--- config.mk ---
export PLATFORM = sky130hd
export DESIGN_NAME = cardhost_dma
export DESIGN_NICKNAME = d
export VERILOG_FILES = /design/src/rtl/cdma_pkg.sv /design/src/rtl/cdma_rst_sync.sv /design/src/rtl/cdma_flag.sv /design/src/rtl/cdma_regs.sv /design/src/rtl/cdma_xfer.sv /design/src/rtl/cardhost_dma.sv
export SDC_FILE = /design/constraint.sdc
export NUM_CORES = 1
export LEC_CHECK = 0
export CAP_MARGIN = 15
export CORE_MARGIN = 10
export CORE_UTILIZATION = 35
export DETAILED_ROUTE_END_ITERATION = 16
export DONT_BUFFER_PORTS = 1
export SLEW_MARGIN = 20
export SYNTH_ARGS = -nofsm -noshare
export SYNTH_HDL_FRONTEND = slang
export SYNTH_SLANG_ARGS = --single-unit
--- constraint.sdc ---
create_clock -name clk -period 9.9 [get_ports clk]
set_input_delay 0.99 -clock clk [delete_from_list [all_inputs] [get_ports clk]]
set_output_delay 0.99 -clock clk [all_outputs]
set_load 0.02 [all_outputs]
--- src/rtl/cdma_pkg.sv ---
package cdma_pkg;
  // register word index = byte offset / 8
  localparam logic [2:0] IDX_MODE  = 3'd0;
  localparam logic [2:0] IDX_CTRL  = 3'd1;
  localparam logic [2:0] IDX_CHRST = 3'd2;
  localparam logic [2:0] IDX_DONE  = 3'd3;
  localparam logic [2:0] IDX_DMSK  = 3'd4;
  localparam logic [2:0] IDX_ERR   = 3'd5;
  localparam logic [2:0] IDX_EMSK  = 3'd6;
  localparam logic [2:0] IDX_ADDR  = 3'd7;

  localparam int DIR_BIT   = 16;
  localparam int BWID_LO   = 4;
  localparam int INC_BIT   = 0;
  localparam int START_BIT = 0;
  localparam int RUN0_BIT  = 8;
  localparam int FLAG0_BIT = 16;
  localparam int NCH       = 2;
  localparam int MASK_W    = 32;

  typedef enum logic [2:0] {
    ST_IDLE,
    ST_MRD,
    ST_PUSH,
    ST_POP,
    ST_MWR
  } xfer_state_t;
endpackage

--- src/rtl/cdma_rst_sync.sv ---
module cdma_rst_sync #(
  parameter int STAGES = 2
) (
  input  logic clk,
  input  logic rst_n,
  output logic rst_n_sync
);
  logic [STAGES-1:0] sync_q;

  always_ff @(posedge clk or negedge rst_n) begin
    if (!rst_n) sync_q <= '0;
    else        sync_q <= {sync_q[STAGES-2:0], 1'b1};
  end

  assign rst_n_sync = sync_q[STAGES-1];
endmodule

--- src/rtl/cdma_flag.sv ---
module cdma_flag (
  input  logic clk,
  input  logic rst_n,
  input  logic set,
  input  logic wr,
  input  logic wbit,
  output logic q
);
  logic q_d;

  always_comb begin
    q_d = q;
    if (set)             q_d = 1'b1;
    else if (wr && !wbit) q_d = 1'b0;
  end

  always_ff @(posedge clk or negedge rst_n) begin
    if (!rst_n) q <= 1'b0;
    else        q <= q_d;
  end

  AST_SET_WINS: assert property (@(posedge clk) disable iff (!rst_n)
    set |=> q) else $error("flag set lost");
endmodule

--- src/rtl/cdma_regs.sv ---
module cdma_regs
  import cdma_pkg::*;
#(
  parameter int AW = 32,
  parameter int RW = 64
) (
  input  logic                clk,
  input  logic                rst_n,
  input  logic                reg_wr,
  input  logic [2:0]          reg_idx,
  input  logic [RW-1:0]       reg_wdata,
  output logic [RW-1:0]       reg_rdata,
  input  logic [NCH-1:0]      done_set,
  input  logic [NCH-1:0]      err_set,
  output logic                mode_dir,
  output logic                mode_inc,
  output logic [AW-1:0]       buf_addr,
  output logic [NCH-1:0]      chan_run,
  output logic                start,
  output logic                irq
);
  logic              dir_q, dir_d, inc_q, inc_d;
  logic [1:0]        bwid_q, bwid_d;
  logic [AW-1:0]     addr_q, addr_d;
  logic [NCH-1:0]    run_q, run_d;
  logic [MASK_W-1:0] dmsk_q, dmsk_d, emsk_q, emsk_d;
  logic [NCH-1:0]    done_q, err_q;
  logic              wr_mode, wr_chrst, wr_done, wr_dmsk, wr_err, wr_emsk, wr_addr;

  assign wr_mode  = reg_wr && (reg_idx == IDX_MODE);
  assign wr_chrst = reg_wr && (reg_idx == IDX_CHRST);
  assign wr_done  = reg_wr && (reg_idx == IDX_DONE);
  assign wr_dmsk  = reg_wr && (reg_idx == IDX_DMSK);
  assign wr_err   = reg_wr && (reg_idx == IDX_ERR);
  assign wr_emsk  = reg_wr && (reg_idx == IDX_EMSK);
  assign wr_addr  = reg_wr && (reg_idx == IDX_ADDR);
  assign start    = reg_wr && (reg_idx == IDX_CTRL) && reg_wdata[START_BIT];

  always_comb begin
    dir_d  = dir_q;
    inc_d  = inc_q;
    bwid_d = bwid_q;
    addr_d = addr_q;
    run_d  = run_q;
    dmsk_d = dmsk_q;
    emsk_d = emsk_q;
    if (wr_mode) begin
      dir_d  = reg_wdata[DIR_BIT];
      inc_d  = reg_wdata[INC_BIT];
      bwid_d = reg_wdata[BWID_LO+1:BWID_LO];
    end
    if (wr_chrst) run_d  = reg_wdata[RUN0_BIT+NCH-1:RUN0_BIT];
    if (wr_dmsk)  dmsk_d = reg_wdata[MASK_W-1:0];
    if (wr_emsk)  emsk_d = reg_wdata[MASK_W-1:0];
    if (wr_addr)  addr_d = reg_wdata[AW-1:0];
  end

  always_ff @(posedge clk or negedge rst_n) begin
    if (!rst_n) begin
      dir_q  <= 1'b0;
      inc_q  <= 1'b0;
      bwid_q <= 2'b00;
      addr_q <= '0;
      run_q  <= '1;
      dmsk_q <= '1;
      emsk_q <= '1;
    end else begin
      dir_q  <= dir_d;
      inc_q  <= inc_d;
      bwid_q <= bwid_d;
      addr_q <= addr_d;
      run_q  <= run_d;
      dmsk_q <= dmsk_d;
      emsk_q <= emsk_d;
    end
  end

  for (genvar c = 0; c < NCH; c++) begin : g_flags
    cdma_flag u_done (
      .clk(clk), .rst_n(rst_n), .set(done_set[c]), .wr(wr_done),
      .wbit(reg_wdata[FLAG0_BIT+c]), .q(done_q[c])
    );
    cdma_flag u_err (
      .clk(clk), .rst_n(rst_n), .set(err_set[c]), .wr(wr_err),
      .wbit(reg_wdata[FLAG0_BIT+c]), .q(err_q[c])
    );
  end

  always_comb begin
    reg_rdata = '0;
    case (reg_idx)
      IDX_MODE: begin
        reg_rdata[DIR_BIT]              = dir_q;
        reg_rdata[BWID_LO+1:BWID_LO]    = bwid_q;
        reg_rdata[INC_BIT]              = inc_q;
      end
      IDX_CHRST: reg_rdata[RUN0_BIT+NCH-1:RUN0_BIT]   = run_q;
      IDX_DONE:  reg_rdata[FLAG0_BIT+NCH-1:FLAG0_BIT] = done_q;
      IDX_DMSK:  reg_rdata[MASK_W-1:0]                = dmsk_q;
      IDX_ERR:   reg_rdata[FLAG0_BIT+NCH-1:FLAG0_BIT] = err_q;
      IDX_EMSK:  reg_rdata[MASK_W-1:0]                = emsk_q;
      IDX_ADDR:  reg_rdata[AW-1:0]                    = addr_q;
      default:   reg_rdata = '0;
    endcase
  end

  assign irq = |(done_q & ~dmsk_q[FLAG0_BIT+NCH-1:FLAG0_BIT]) |
               |(err_q  & ~emsk_q[FLAG0_BIT+NCH-1:FLAG0_BIT]);

  assign mode_dir = dir_q;
  assign mode_inc = inc_q;
  assign buf_addr = addr_q;
  assign chan_run = run_q;

  AST_CLR_ZERO: assert property (@(posedge clk) disable iff (!rst_n)
    wr_done && !reg_wdata[FLAG0_BIT] && !done_set[0] |=> !done_q[0]) else $error("clear failed");
  AST_ALL_MASKED: assert property (@(posedge clk) disable iff (!rst_n)
    (&dmsk_q[FLAG0_BIT+NCH-1:FLAG0_BIT]) && (&emsk_q[FLAG0_BIT+NCH-1:FLAG0_BIT]) |-> !irq)
    else $error("irq while masked");
endmodule

--- src/rtl/cdma_xfer.sv ---
module cdma_xfer
  import cdma_pkg::*;
#(
  parameter int AW          = 32,
  parameter int DW          = 64,
  parameter int BLK_W       = 16,
  parameter int BLK_BYTES   = 512,
  parameter int ALIGN_BYTES = 128
) (
  input  logic             clk,
  input  logic             rst_n,
  input  logic             start,
  input  logic             mode_dir,
  input  logic             mode_inc,
  input  logic [AW-1:0]    buf_addr,
  input  logic [BLK_W-1:0] blk_cnt,
  input  logic [NCH-1:0]   chan_run,
  output logic             mem_req,
  output logic             mem_we,
  output logic [AW-1:0]    mem_addr,
  output logic [DW-1:0]    mem_wdata,
  input  logic [DW-1:0]    mem_rdata,
  input  logic             mem_ack,
  output logic             tx_push,
  output logic [DW-1:0]    tx_data,
  input  logic             tx_full,
  output logic             rx_pop,
  input  logic [DW-1:0]    rx_data,
  input  logic             rx_empty,
  output logic [NCH-1:0]   done_set,
  output logic [NCH-1:0]   err_set
);
  localparam int WORD_BYTES    = DW / 8;
  localparam int BEATS_PER_BLK = BLK_BYTES / WORD_BYTES;
  localparam int BEAT_LSB      = $clog2(BEATS_PER_BLK);
  localparam int CNT_W         = BLK_W + BEAT_LSB;
  localparam int ALIGN_LSB     = $clog2(ALIGN_BYTES);

  xfer_state_t      state_q, state_d;
  logic             dir_q, dir_d, inc_q, inc_d;
  logic [AW-1:0]    addr_q, addr_d, next_addr;
  logic [CNT_W-1:0] cnt_q, cnt_d;
  logic [DW-1:0]    hold_q, hold_d;
  logic             abort, last, bad_start;

  assign next_addr = inc_q ? addr_q + AW'(WORD_BYTES) : addr_q;
  assign last      = (cnt_q == CNT_W'(1));
  assign abort     = (state_q != ST_IDLE) && !chan_run[dir_q];
  assign bad_start = (buf_addr[ALIGN_LSB-1:0] != '0) || (blk_cnt == '0);

  always_comb begin
    state_d  = state_q;
    dir_d    = dir_q;
    inc_d    = inc_q;
    addr_d   = addr_q;
    cnt_d    = cnt_q;
    hold_d   = hold_q;
    mem_req  = 1'b0;
    mem_we   = 1'b0;
    tx_push  = 1'b0;
    rx_pop   = 1'b0;
    done_set = '0;
    err_set  = '0;
    if (abort) begin
      state_d = ST_IDLE;
    end else begin
      case (state_q)
        ST_IDLE: begin
          if (start && chan_run[mode_dir]) begin
            if (bad_start) begin
              err_set[mode_dir] = 1'b1;
            end else begin
              dir_d   = mode_dir;
              inc_d   = mode_inc;
              addr_d  = buf_addr;
              cnt_d   = CNT_W'(blk_cnt) << BEAT_LSB;
              state_d = mode_dir ? ST_POP : ST_MRD;
            end
          end
        end
        ST_MRD: begin
          mem_req = 1'b1;
          if (mem_ack) begin
            hold_d  = mem_rdata;
            state_d = ST_PUSH;
          end
        end
        ST_PUSH: begin
          tx_push = !tx_full;
          if (!tx_full) begin
            cnt_d  = cnt_q - CNT_W'(1);
            addr_d = next_addr;
            if (last) begin
              done_set[0] = 1'b1;
              state_d     = ST_IDLE;
            end else begin
              state_d = ST_MRD;
            end
          end
        end
        ST_POP: begin
          rx_pop = !rx_empty;
          if (!rx_empty) begin
            hold_d  = rx_data;
            state_d = ST_MWR;
          end
        end
        ST_MWR: begin
          mem_req = 1'b1;
          mem_we  = 1'b1;
          if (mem_ack) begin
            cnt_d  = cnt_q - CNT_W'(1);
            addr_d = next_addr;
            if (last) begin
              done_set[1] = 1'b1;
              state_d     = ST_IDLE;
            end else begin
              state_d = ST_POP;
            end
          end
        end
        default: state_d = ST_IDLE;
      endcase
    end
  end

  always_ff @(posedge clk or negedge rst_n) begin
    if (!rst_n) begin
      state_q <= ST_IDLE;
      dir_q   <= 1'b0;
      inc_q   <= 1'b0;
      addr_q  <= '0;
      cnt_q   <= '0;
      hold_q  <= '0;
    end else begin
      state_q <= state_d;
      dir_q   <= dir_d;
      inc_q   <= inc_d;
      addr_q  <= addr_d;
      cnt_q   <= cnt_d;
      hold_q  <= hold_d;
    end
  end

  assign mem_addr  = addr_q;
  assign mem_wdata = hold_q;
  assign tx_data   = hold_q;

  AST_REQ_HOLD: assert property (@(posedge clk) disable iff (!rst_n)
    mem_req && !mem_ack |=> (mem_req && $stable(mem_addr) && $stable(mem_wdata)) || abort)
    else $error("request dropped");
  AST_NO_PUSH_FULL: assert property (@(posedge clk) disable iff (!rst_n)
    tx_push |-> !tx_full) else $error("push into full");
  AST_NO_POP_EMPTY: assert property (@(posedge clk) disable iff (!rst_n)
    rx_pop |-> !rx_empty) else $error("pop from empty");
  AST_FIXED_ADDR: assert property (@(posedge clk) disable iff (!rst_n)
    (state_q != ST_IDLE) && ($past(state_q) != ST_IDLE) && !inc_q |-> $stable(addr_q))
    else $error("fixed address moved");
  AST_ALIGNED_ENTRY: assert property (@(posedge clk) disable iff (!rst_n)
    (state_q != ST_IDLE) && ($past(state_q) == ST_IDLE) |-> (addr_q[ALIGN_LSB-1:0] == '0))
    else $error("unaligned start accepted");
  AST_ABORT_IDLE: assert property (@(posedge clk) disable iff (!rst_n)
    (state_q != ST_IDLE) && !chan_run[dir_q] |=> (state_q == ST_IDLE))
    else $error("abort ignored");
  AST_HELD_START: assert property (@(posedge clk) disable iff (!rst_n)
    (state_q == ST_IDLE) && start && !chan_run[mode_dir] |=> (state_q == ST_IDLE))
    else $error("start to held channel");
  AST_ONE_EVENT: assert property (@(posedge clk) disable iff (!rst_n)
    $onehot0({done_set, err_set})) else $error("multiple flag events");
endmodule

--- src/rtl/cardhost_dma.sv ---
module cardhost_dma
  import cdma_pkg::*;
#(
  parameter int AW          = 32,
  parameter int DW          = 64,
  parameter int BLK_W       = 16,
  parameter int BLK_BYTES   = 512,
  parameter int ALIGN_BYTES = 128,
  parameter int RAW         = 6
) (
  input  logic             clk,
  input  logic             rst_n,
  input  logic             reg_wr,
  input  logic [RAW-1:0]   reg_addr,
  input  logic [63:0]      reg_wdata,
  output logic [63:0]      reg_rdata,
  input  logic [BLK_W-1:0] blk_cnt,
  output logic             mem_req,
  output logic             mem_we,
  output logic [AW-1:0]    mem_addr,
  output logic [DW-1:0]    mem_wdata,
  input  logic [DW-1:0]    mem_rdata,
  input  logic             mem_ack,
  output logic             tx_push,
  output logic [DW-1:0]    tx_data,
  input  logic             tx_full,
  output logic             rx_pop,
  input  logic [DW-1:0]    rx_data,
  input  logic             rx_empty,
  output logic             irq
);
  logic             rst_n_s;
  logic             start, mode_dir, mode_inc;
  logic [AW-1:0]    buf_addr;
  logic [NCH-1:0]   chan_run, done_set, err_set;
  logic             unused_addr_lsb;

  assign unused_addr_lsb = ^reg_addr[2:0];

  cdma_rst_sync #(.STAGES(2)) u_rst (
    .clk(clk), .rst_n(rst_n), .rst_n_sync(rst_n_s)
  );

  cdma_regs #(.AW(AW), .RW(64)) u_regs (
    .clk(clk), .rst_n(rst_n_s), .reg_wr(reg_wr), .reg_idx(reg_addr[5:3]),
    .reg_wdata(reg_wdata), .reg_rdata(reg_rdata),
    .done_set(done_set), .err_set(err_set),
    .mode_dir(mode_dir), .mode_inc(mode_inc), .buf_addr(buf_addr),
    .chan_run(chan_run), .start(start), .irq(irq)
  );

  cdma_xfer #(
    .AW(AW), .DW(DW), .BLK_W(BLK_W), .BLK_BYTES(BLK_BYTES), .ALIGN_BYTES(ALIGN_BYTES)
  ) u_xfer (
    .clk(clk), .rst_n(rst_n_s), .start(start), .mode_dir(mode_dir), .mode_inc(mode_inc),
    .buf_addr(buf_addr), .blk_cnt(blk_cnt), .chan_run(chan_run),
    .mem_req(mem_req), .mem_we(mem_we), .mem_addr(mem_addr), .mem_wdata(mem_wdata),
    .mem_rdata(mem_rdata), .mem_ack(mem_ack),
    .tx_push(tx_push), .tx_data(tx_data), .tx_full(tx_full),
    .rx_pop(rx_pop), .rx_data(rx_data), .rx_empty(rx_empty),
    .done_set(done_set), .err_set(err_set)
  );
endmodule

==> flow_summary.toml <==
[final_layout]
fin_nets = 1373
nFillCells = 3496
drive_gt1_share_pct = 22.4
antenna_cells = 0
instances_no_fill = 1633
areaGrowthSynthToFinish_pct = 6.41

[synth]
yosysSeqAreaShare_pct = 46.8
synthFlopType = "dfrtp_1"
synth_top_family_by_area = "multiplexers"
synth_compound_gate_area_share_pct = 13.1
synthAdderAreaFrac_pct = 0.299
syn_avg_cell_area_sq_um = 10.0
ys_ff_latch = 231
synth_edf_count = 0
synth_cells = 1248
synth_area_sq_mm = 0.0125
synthTopCellsByArea = "dfrtp_1 (33%), dfstp_2 (14%), mux2_2 (9.8%)"
synth.top_cell.area_share_pct = 32.9
netlist.top_cell.by_area = "dfrtp_1"
yosys.area_share.simple_pct = 13.2
async_reset_ff_share_pct = 100
synth-xor-area-share_pct = 0.130
synth.area.mux_share_pct = 17.5
yosysWarnings = 0
synth_cell_type_count = 69

[floorplan]
rows = 69
dieWidth_microns = 209
start_util_pct = 35.3
core_sq_mm = 0.0355
die_area_sq_mm = 0.0438
die_h_microns = 209
pin_count = 449

[sta]
setup_tns_ns = 0
relSlewSlack_pct = 25.3
fin_ws_ns = 5.92
finalMaxSlewViolations = 0
hold_viol_final = 0
period_needed_ns = 3.98
clock_skew_ns = 0.0165
max_freq_mhz = 251
period_share_pct = 40.2
rsz0062_at_grt = "no"
finalSetupViolations = 0
worst_pin_slew_ns = 1.12

[cts]
numCtsBuffers = 28
h-tree-depth = 1
tritoncts = "built"
clk_transition_reported_paths_ns = 0.06
cts_sinks = 231
cts_hold_buf = 0
cts.repair.resized = 0
cts_setup_buffers = 0
clockRootBuffer = "clkbuf_16"
clock_latency_ns = 0.57
cts_buffer_depth = 3

[drt]
viasPerCell = 5.44
ant_nets = 0
drtIter0Drc = 769
vias = 8880
dr.pass1.iters = 5
drt_wl_total_microns = 40500
drc_errors = 0
routedWlPerCell_microns = 24.8

[pwr]
seqPwrFrac_pct = 48.2
combPwrFrac_pct = 12.5
p_sw_share_pct = 29.8
clock_power_share_pct = 39.3
cellInternalPower_mw = 2.01
leakagePower_nw = 5.87
peakVddDrop_mv = 0.177
p_sw_uw = 854
p_per_area_mw_per_mm2 = 215

[grt]
antenna_found_initial = 1
grt_pass1_wl_microns = 59200
grt_pass1_vias = 8694
grt_usage_pct = 17.5
grt_max_degree = 163
overflow = 0

[place]
dp.cells = 1580
io_buffers = 0
post-place-ws_ns = 6.41
gp_congestion = 0.849
dp_hpwl_microns = 30000

[worst_setup_path]
worstPathArrival_ns = 2.99
end_kind = "primary output"
crit_required_ns = 8.91
critical_path_class = "flip-flop to primary output"
startpoint = "u_xfer.state_q[0]$_DFFE_PN0P_"
reg2reg_from = "u_xfer.state_q[1]$_DFFE_PN0P_"
critPathMaxFanout = 65
startpoint_type = "flip-flop"

[worst_hold_path]
hp-class = "primary input to async pin"

[run]
maxCapViolCount = 0

[status]
status = "complete, no violations"
## cells in the mapped netlist (all sizes together), types with 2 or more instances
master,count
nand3,34
nor4,16
a22oi,4
a22o,6
clkbuf,39
and2,26
inv,15
dfrtp,165
dfstp,66
a32o,2
o21a,3
and4,2
nor3,20
or2,3
a32oi,3
mux2,109
a21oi,75
o21ai,160
a31oi,7
mux2i,94
a31o,2
nand2,145
nand4,15
o22ai,9
or3,4
a21o,4
nand2b,6
o31ai,4
nor2,35
nor2b,7
ha,3
o2bb2ai,3
nand4b,4
conb,2
buf,133
nor4b,2
o311ai,2
and3,5
nor3b,2
## registers in the layout, summed over array words and instances, names as in the netlist
register / flops
u_regs.buf_addr: 32
u_regs.bwid_q: 2
u_regs.chan_run: 2
u_regs.dmsk_q: 32
u_regs.emsk_q: 32
u_regs.g_flags.u_done.q: 2
u_regs.g_flags.u_err.q: 2
u_regs.mode_dir: 1
u_regs.mode_inc: 1
u_rst.sync_q: 2
u_xfer.cnt_q: 22
u_xfer.dir_q: 1
u_xfer.inc_q: 1
u_xfer.mem_addr: 32
u_xfer.mem_wdata: 64
u_xfer.state_q: 3
## critical path, stage by stage (launching register included)
cell     delay, ns
dfrtp_1       0.66
nor2b_1       0.42
nand2_4       0.62
nor3_1        0.48
buf_4         0.23
## cell usage in the layout (no fill, tap or decap), types with 14 or more instances in the layout
cell         n
nand2_1    144
a21oi_1     72
mux2_2     109
inv_1       15
dfstp_2     66
conb_1      33
o21ai_0    156
nand3_1     31
clkbuf_16   28
and2_1      26
nand4_1     14
nor2_1      33
mux2i_1     94
dfrtp_1    164
nor3_1      19
## worst paths after layout
path / endpoint / slack (ns) / cells past startpoint
setup / recovery: rx_pop / 5.92 / 4
hold / removal: u_rst.sync_q[1]$_DFF_PN0_ / 0.12 / 0
setup reg to reg: u_xfer.cnt_q[7]$_DFFE_PN0P_ / 6.48 / 7
hold reg to reg: u_rst.sync_q[1]$_DFF_PN0_ / 0.35 / 0
max in group asynchronous: u_regs.buf_addr[25]$_DFFE_PN0P_ / 8.09 / 1
min in group clk: u_rst.sync_q[1]$_DFF_PN0_ / 0.35 / 0
## logic make-up (layout without fill, tap and decap cells)
| family | Yosys count | after routing |
|---|---|---|
| simple gates | 330 | 330 |
| fa+ha+maj | 3 | 3 |
| other cells | 2 | 33 |
| flops | 231 | 231 |
| compound gates | 290 | 290 |
| xor+xnor | 1 | 1 |
| buf+inv | 187 | 80 |
| mux | 204 | 204 |
## per-stage QoR
| step | power [mW] | hold WS (ns) | util, % | instance area [sq um] |
|---|---|---|---|---|
| finish | 2.86 | 0.121 | 37.6 | 13300 |
| global route | 3.00 | 0.0837 | 37.6 | 13300 |
| CTS | 2.90 | 0.0832 | 37.5 | 13300 |
| detailed placement | 1.76 | 0.342 | 34.7 | 12300 |
| global placement | 1.74 | 0.338 | 34.7 | 12300 |
| floorplan | 1.64 | 0.331 | - | 12700 |
## power groups by stage
stage	clock network [mW]	registers [mW]	logic (mW)
finish	1.13	1.38	0.357
global route	1.19	1.41	0.404
CTS	1.16	1.38	0.360
detailed placement	0	1.40	0.358
global placement	0	1.39	0.348
floorplan	0	1.31	0.333
## metal layers
metal | wire [microns] | vias up | global-route usage, % | share of wire, %
met5 | 0 | - | 0 | 0
met4 | 677 | 0 | 3.70 | 1.7
met2 | 17900 | 272 | 25.4 | 44
met3 | 4580 | 38 | 8.63 | 11
li1 | - | 4116 | - | -
met1 | 17300 | 4454 | 22.8 | 43
## cell type report
cell class / count / area [sq um] / share of cell area (%)
Clock buffer: 36 / 761 / 5.70
Multi-Input combinational cell: 861 / 5690 / 42.7
Tap cell: 461 / 577 / 4.32
Sequential cell: 231 / 5870 / 44.0
Clock inverter: 16 / 253 / 1.89
Inverter: 15 / 56.3 / 0.422
Timing Repair Buffer: 13 / 130 / 0.976
Note: power is estimated with default switching activity, not from simulation.
